**src/rtl/feat_trap_pkg.sv**
```systemverilog
package feat_trap_pkg;
   localparam int CTL_W = 64;
   localparam int EC_W  = 6;
   localparam int ISS_W = 25;

   // bit positions other logic decodes
   localparam int B_CPAC = 31;
   localparam int B_AMON = 30;
   localparam int B_TRC  = 20;
   localparam int B_MTX  = 12;
   localparam int B_FP   = 10;
   localparam int B_VEC  = 8;

   localparam logic [EC_W-1:0] EC_NONE   = 6'h00;
   localparam logic [EC_W-1:0] EC_MCR32  = 6'h03;
   localparam logic [EC_W-1:0] EC_MCRR32 = 6'h04;
   localparam logic [EC_W-1:0] EC_TRC32  = 6'h05;
   localparam logic [EC_W-1:0] EC_FPU    = 6'h07;
   localparam logic [EC_W-1:0] EC_SYS64  = 6'h18;
   localparam logic [EC_W-1:0] EC_SVEC   = 6'h19;
   localparam logic [EC_W-1:0] EC_MTX    = 6'h1D;

   typedef enum logic [2:0] {
      ACC_NONE = 3'd0,
      ACC_CTL  = 3'd1,
      ACC_AMON = 3'd2,
      ACC_TRC  = 3'd3,
      ACC_MTX  = 3'd4,
      ACC_VEC  = 3'd5,
      ACC_FP   = 3'd6,
      ACC_RSVD = 3'd7
   } acc_cls_e;

   typedef struct packed {
      logic            hit;
      logic [EC_W-1:0] ec;
      logic            zero_iss;
   } trap_dec_t;

   function automatic logic [CTL_W-1:0] impl_mask(input bit amon, input bit trc,
                                                   input bit mtx, input bit vec);
      logic [CTL_W-1:0] m;
      m = '0;
      m[B_CPAC] = 1'b1;
      m[B_FP]   = 1'b1;
      m[B_AMON] = amon;
      m[B_TRC]  = trc;
      m[B_MTX]  = mtx;
      m[B_VEC]  = vec;
      return m;
   endfunction
endpackage

```
**src/rtl/ftu_ctl_reg.sv**
```systemverilog
module ftu_ctl_reg
   import feat_trap_pkg::*;
#(
   parameter logic [CTL_W-1:0] MASK      = '0,
   parameter logic [CTL_W-1:0] RST_VALUE = '0
) (
   input  logic             clk,
   input  logic             rst_n,
   input  logic             wr_en,
   input  logic [CTL_W-1:0] wdata,
   output logic [CTL_W-1:0] value
);
   for (genvar b = 0; b < CTL_W; b++) begin : g_bit
      if (MASK[b]) begin : g_store
         logic q;
         always_ff @(posedge clk or negedge rst_n) begin
            if (!rst_n)     q <= RST_VALUE[b];
            else if (wr_en) q <= wdata[b];
         end
         assign value[b] = q;
      end else begin : g_tie
         assign value[b] = 1'b0;
      end
   end
endmodule

```
**src/rtl/ftu_decide.sv**
```systemverilog
module ftu_decide
   import feat_trap_pkg::*;
#(
   parameter bit HAS_AMON   = 1'b1,
   parameter bit HAS_TRACE  = 1'b1,
   parameter bit HAS_MATRIX = 1'b1,
   parameter bit HAS_VECTOR = 1'b1
) (
   input  logic [CTL_W-1:0] ctl,
   input  acc_cls_e         cls,
   input  logic [1:0]       lvl,
   input  logic             a32,
   input  logic             qual,
   input  logic             low_trap,
   output trap_dec_t        dec
);
   logic mtx_on, vec_on, fp_on, lvl_below3;

   assign mtx_on     = HAS_MATRIX && !ctl[B_MTX];   // active low
   assign vec_on     = HAS_VECTOR && !ctl[B_VEC];   // active low
   assign fp_on      = ctl[B_FP];
   assign lvl_below3 = (lvl != 2'd3);

   always_comb begin
      dec = '{hit: 1'b0, ec: EC_NONE, zero_iss: 1'b0};
      case (cls)
         ACC_CTL: begin
            if (ctl[B_CPAC] && !low_trap &&
                (qual ? (lvl == 2'd2) : (lvl == 2'd1 || lvl == 2'd2))) begin
               dec.hit = 1'b1;
               dec.ec  = a32 ? EC_MCR32 : EC_SYS64;
            end
         end
         ACC_AMON: begin
            if (HAS_AMON && ctl[B_AMON] && lvl_below3) begin
               dec.hit = 1'b1;
               dec.ec  = !a32 ? EC_SYS64 : (qual ? EC_MCRR32 : EC_MCR32);
            end
         end
         ACC_TRC: begin
            if (HAS_TRACE && ctl[B_TRC] && !low_trap) begin
               dec.hit = 1'b1;
               dec.ec  = a32 ? EC_TRC32 : EC_SYS64;
            end
         end
         ACC_MTX: begin
            if (mtx_on) begin
               dec.hit      = 1'b1;
               dec.ec       = qual ? EC_SYS64 : EC_MTX;
               dec.zero_iss = !qual;
            end else if (fp_on) begin
               dec.hit = 1'b1;
               dec.ec  = EC_FPU;
            end
         end
         ACC_VEC: begin
            if (qual && mtx_on) begin
               dec.hit      = 1'b1;
               dec.ec       = EC_MTX;
               dec.zero_iss = 1'b1;
            end else if (!qual && vec_on) begin
               dec.hit = 1'b1;
               dec.ec  = EC_SVEC;
            end else if (fp_on) begin
               dec.hit = 1'b1;
               dec.ec  = EC_FPU;
            end
         end
         ACC_FP: begin
            if (fp_on) begin
               dec.hit = 1'b1;
               dec.ec  = EC_FPU;
            end
         end
         default: ;
      endcase
   end
endmodule

```
**src/rtl/ftu_out_stage.sv**
```systemverilog
module ftu_out_stage
   import feat_trap_pkg::*;
(
   input  logic             clk,
   input  logic             rst_n,
   input  logic             req_valid,
   input  trap_dec_t        dec,
   input  logic [ISS_W-1:0] iss_in,
   input  logic             rd_ok,
   input  logic             acc_bad,
   input  logic [CTL_W-1:0] ctl,
   output logic             trap_o,
   output logic [EC_W-1:0]  trap_ec,
   output logic [ISS_W-1:0] trap_iss,
   output logic             undef_o,
   output logic [CTL_W-1:0] rdata
);
   logic fire;
   assign fire = req_valid && dec.hit;

   always_ff @(posedge clk or negedge rst_n) begin
      if (!rst_n) begin
         trap_o   <= 1'b0;
         trap_ec  <= '0;
         trap_iss <= '0;
         undef_o  <= 1'b0;
         rdata    <= '0;
      end else begin
         trap_o   <= fire;
         trap_ec  <= fire ? dec.ec : '0;
         trap_iss <= (fire && !dec.zero_iss) ? iss_in : '0;
         undef_o  <= acc_bad;
         rdata    <= rd_ok ? ctl : '0;
      end
   end
endmodule

```
**src/rtl/feat_trap_unit.sv**
```systemverilog
module feat_trap_unit
   import feat_trap_pkg::*;
#(
   parameter bit               HAS_AMON   = 1'b1,
   parameter bit               HAS_TRACE  = 1'b1,
   parameter bit               HAS_MATRIX = 1'b1,
   parameter bit               HAS_VECTOR = 1'b1,
   parameter logic [CTL_W-1:0] CTL_RESET  = '0
) (
   input  logic             clk,
   input  logic             rst_n,
   input  logic [1:0]       cur_lvl,
   input  logic             is_a32,
   input  logic             reg_wr_en,
   input  logic             reg_rd_en,
   input  logic [CTL_W-1:0] reg_wdata,
   output logic [CTL_W-1:0] reg_rdata,
   output logic             undef_o,
   input  logic             req_valid,
   input  logic [2:0]       acc_class,
   input  logic             acc_qual,
   input  logic             lower_trap,
   input  logic [ISS_W-1:0] acc_iss,
   output logic             trap_o,
   output logic [EC_W-1:0]  trap_ec,
   output logic [ISS_W-1:0] trap_iss
);
   localparam logic [CTL_W-1:0] IMPL_MASK =
      impl_mask(HAS_AMON, HAS_TRACE, HAS_MATRIX, HAS_VECTOR);

   if ((CTL_RESET & ~IMPL_MASK) != '0) begin : g_bad_reset
      $error("CTL_RESET sets bits that are not implemented");
   end

   logic             at_top, wr_ok, rd_ok, acc_bad;
   logic [CTL_W-1:0] ctl;
   trap_dec_t        dec;

   assign at_top  = (cur_lvl == 2'd3);
   assign wr_ok   = reg_wr_en && at_top;
   assign rd_ok   = reg_rd_en && at_top;
   assign acc_bad = (reg_wr_en || reg_rd_en) && !at_top;

   ftu_ctl_reg #(.MASK(IMPL_MASK), .RST_VALUE(CTL_RESET)) u_reg (
      .clk(clk), .rst_n(rst_n), .wr_en(wr_ok), .wdata(reg_wdata), .value(ctl)
   );

   ftu_decide #(
      .HAS_AMON(HAS_AMON), .HAS_TRACE(HAS_TRACE),
      .HAS_MATRIX(HAS_MATRIX), .HAS_VECTOR(HAS_VECTOR)
   ) u_dec (
      .ctl(ctl), .cls(acc_cls_e'(acc_class)), .lvl(cur_lvl), .a32(is_a32),
      .qual(acc_qual), .low_trap(lower_trap), .dec(dec)
   );

   ftu_out_stage u_out (
      .clk(clk), .rst_n(rst_n), .req_valid(req_valid), .dec(dec),
      .iss_in(acc_iss), .rd_ok(rd_ok), .acc_bad(acc_bad), .ctl(ctl),
      .trap_o(trap_o), .trap_ec(trap_ec), .trap_iss(trap_iss),
      .undef_o(undef_o), .rdata(reg_rdata)
   );
endmodule

```
**config.mk**
```make
export PLATFORM = sky130hd
export DESIGN_NAME = feat_trap_unit
export DESIGN_NICKNAME = d
export VERILOG_FILES = /design/src/rtl/feat_trap_pkg.sv /design/src/rtl/ftu_ctl_reg.sv /design/src/rtl/ftu_decide.sv /design/src/rtl/ftu_out_stage.sv /design/src/rtl/feat_trap_unit.sv
export SDC_FILE = /design/constraint.sdc
export NUM_CORES = 1
export LEC_CHECK = 0
export BUFFER_PORTS_ARGS = -buffer_cell sky130_fd_sc_hd__buf_2
export CAP_MARGIN = 20
export CELL_PAD_IN_SITES_DETAIL_PLACEMENT = 0
export CELL_PAD_IN_SITES_GLOBAL_PLACEMENT = 1
export CORE_AREA = 2 2 112 114
export DETAILED_ROUTE_END_ITERATION = 16
export DIE_AREA = 0 0 114 116
export HOLD_SLACK_MARGIN = 0.02
export PLACE_DENSITY_LB_ADDON = 0.1
export SYNTH_ARGS = -nofsm -noshare
export SYNTH_HDL_FRONTEND = slang
export SYNTH_HIERARCHICAL = 1
export SYNTH_SLANG_ARGS = --single-unit
```
**constraint.sdc**
```tcl
create_clock -name clk -period 1.75 [get_ports clk]
set_input_delay 0.0875 -clock clk [delete_from_list [all_inputs] [get_ports clk]]
set_output_delay 0.0875 -clock clk [all_outputs]
set_load 0.05 [all_outputs]
```
==> flow_summary.ini <==
[routing]
detail-route-antenna-nets = 0
post_drt_wl_per_cell_um = 12.9
via_per_inst = 4.02
dr.pass1.iters = 4
drt_wl_total_mm = 8.44
route.detailed.drc = 0
drt_iter0_markers = 143
num_vias = 2623

[global_routing]
grt_use_total = 0.132
antenna_found_initial = 0
grt_max_degree = 39
grt_pass1_vias = 2599
grt_pass1_wl_mm = 13.1
overflow = 0

[power]
combPwrFrac = 0.160
power_density_nw_per_um2 = 952
ir_drop_mv = 0.372
finalPower_mw = 5.31
power_switching_mw = 1.40
clock_power_share = 0.364
power_frac_seq = 0.476
p_int_mw = 3.92
leakagePower_nw = 3.24
swShare = 0.263

[clock_tree]
root_buffer = clkbuf_16
clkSinkCount = 103
cts.htree.levels = 3
cts_tree = done
cts_buffer_depth = 2
cts_buffers = 9
post_cts_buffers = 0
clkTransAtPathRegs_ns = 0.06
clkLatencyLatePin_ns = 0.34

[logic_synthesis]
synth_xor_area_frac = 0.00201
synth_top_area_frac = 0.592
synth-adder-area-share = 0.00575
synth-compound-area-share = 0.0221
ys_seq_elements = 103
synth_edf_count = 0
synth-seq-area-share = 0.592
yosys.area_share.simple = 0.216
synth_flop_cell = dfrtp_1
post_synth_mux_area_share = 0.0230
synth.distinct_cells = 37
synth-async-reset-ratio = 1.00
synth_top_family_by_area = simple AND/OR/NAND/NOR gates
ys_top_cells_by_count = dfrtp_1 (103), buf_4 (66), and2_2 (64)
synth.most_common_cell = dfrtp_1
ys_warn_count = 6
synth_largest_area_cell = dfrtp_1
avgSynthCellArea_um2 = 13.0
netlist_area_um2 = 4360
netlist_instances = 335
netlist_top_cells_area = dfrtp_1 (59%), buf_4 (11%), and2_2 (11%), and4b_1 (5.7%), mux2_4 (2.1%)

[cells_and_area]
utilization = 0.469
diodes = 0
stdcell_count = 653
fin_area_um2 = 5580
drive_above_1_share = 0.474
fill_cells = 1146
area_delta_synth_final_pct = 28.2
nets = 607

[timing]
fin_crit_ns = 1.66
fin_crit_sh = 0.949
hold_viol = 0
fin_setup_tns_ns = 0
max_freq_mhz = 602
grt_setup_unrepaired = no
slew_viol_final = 0
finClkSkew_ns = 0.00324
setup_viol = 0

[worst_setup_path]
worstSetupStartpointType = register
crit_required_ns = 1.97
end_kind = register
path_class = reg -> reg
r2r_slack_ns = 0.09
r2r_start = u_reg/g_bit[31].g_store.q
crit_fanout = 32
crit_path_cell_trace = nor2b_1 > o211a_1 > a311oi_2 > nand3_1 > buf_4 > and4b_1
critPathMaxStageDelay_ns = 0.40
slowest_stage = dfrtp_1
arrival_ns = 1.89
worstRegToRegCells = 6
worstReg2RegEnd = u_out/trap_iss[1]

[outcome]
status = complete, no violations

[floorplanning]
die_w_um = 114
die_h_um = 116
dieArea_um2 = 13200
core_area_um2 = 11900
rows = 40
start_util = 0.366
ioPinCount = 199

[hold_path]
hold_start = acc_iss[1]
holdPathEnd = u_out/trap_iss[1]
hold_path.class = in -> reg
holdPathStages = 2

[flow_run]
maxCapViolations = 0

[placed_design]
dpl.cell_count = 608
io_buffer_count = 140
place_area_um2 = 4980
dp_hpwl_mm = 5.76
gp_congestion = 0.747
[registers in the layout, indices dropped and copies added, names as in the netlist]
register               flops
u_out/trap_o               1
u_out/trap_ec              6
u_out/undef_o              1
u_out/trap_iss            25
u_out/rdata               64
u_reg/g_bit.g_store.q      6
[power groups by stage]
stage / combinational [mW] / clock [mW] / sequential, mW
after global routing: 0.922 / 2.13 / 2.54
after CTS: 0.855 / 2.01 / 2.53
final: 0.851 / 1.93 / 2.53
after floorplan: 0.382 / 0 / 2.86
after global placement: 0.799 / 0 / 2.58
after detailed placement: 0.800 / 0 / 2.58
[what timing repair did]
item | in CTS | in global routing
hold endpoints to repair | 63 | 0
hold buffers | 31 | 0
gates resized for setup | 0 | 1
endpoints found under the setup margin | 0 | 31
[worst max-delay path by stage]
stage | start | endpoint | slack [ns] | cells after the start
floorplan | u_reg/g_bit[31].g_store.q | u_out/trap_iss[10] | 0.13 | 7
global placement | cur_lvl[0] | u_out/trap_iss[1] | -0.09 | 9
detailed placement | cur_lvl[0] | u_out/trap_iss[1] | -0.09 | 9
CTS | u_reg/g_bit[31].g_store.q | u_out/trap_iss[1] | 0.02 | 6
global route | u_reg/g_bit[31].g_store.q | u_out/trap_iss[7] | 0.01 | 6
finish | u_reg/g_bit[31].g_store.q | u_out/trap_iss[1] | 0.09 | 6
[worst max-delay path, delay by kind of cell (launching register included)]
| family | cells | cell delay (ns) |
|---|---|---|
| DFF | 1 | 0.40 |
| AOI/OAI and AO/OA | 2 | 0.44 |
| buffers and inverters | 1 | 0.22 |
| and+or+nand+nor | 3 | 0.47 |
[metal layers]
metal,up-vias,track usage,share of wire
met5,-,0,0
met2,97,0.200,0.46
li1,1306,-,-
met1,1209,0.167,0.45
met3,11,0.0439,0.071
met4,0,0.0740,0.023
[cell usage in the layout (no fill, tap or decap), drive strengths merged, types with 4 or more instances in the layout]
master and n:
conb 59, clkbuf 13, and3 9, mux2 6
o21ai 4, dlygate4sd3 31, dfrtp 103, buf 152
nor2 6, and4b 25, and2 66
[stage by stage]
| stage | hold slack, ns | setup slack, ns |
|---|---|---|
| global route | 0.0231 | 0.0137 |
| CTS | 0.0220 | 0.0169 |
| global placement | 0.0969 | -0.0881 |
| finish | 0.0402 | 0.0890 |
| floorplan | -0.208 | 0.127 |
| detailed placement | 0.0952 | -0.0907 |
[kinds of logic after synthesis]
group / count (synthesis)
other: 2
buffers and inverters: 85
xor gates and xnor gates: 1
adders and majority gates: 2
AOI/OAI and AO/OA: 14
and+or+nand+nor: 121
muxes: 7
DFF: 103
[area by class of cell]
class | instances | area (µm²) | share of cell area
multi-input cells | 204 | 1400 | 0.252
repair buffers | 183 | 1130 | 0.202
well taps | 147 | 184 | 0.0330
flip-flops and latches | 103 | 2580 | 0.462
inverters | 2 | 7.51 | 0.00134
clock buffers | 13 | 250 | 0.0448
clock inverters | 1 | 30.0 | 0.00538
No activity file was read; power rests on OpenSTA's default activity.
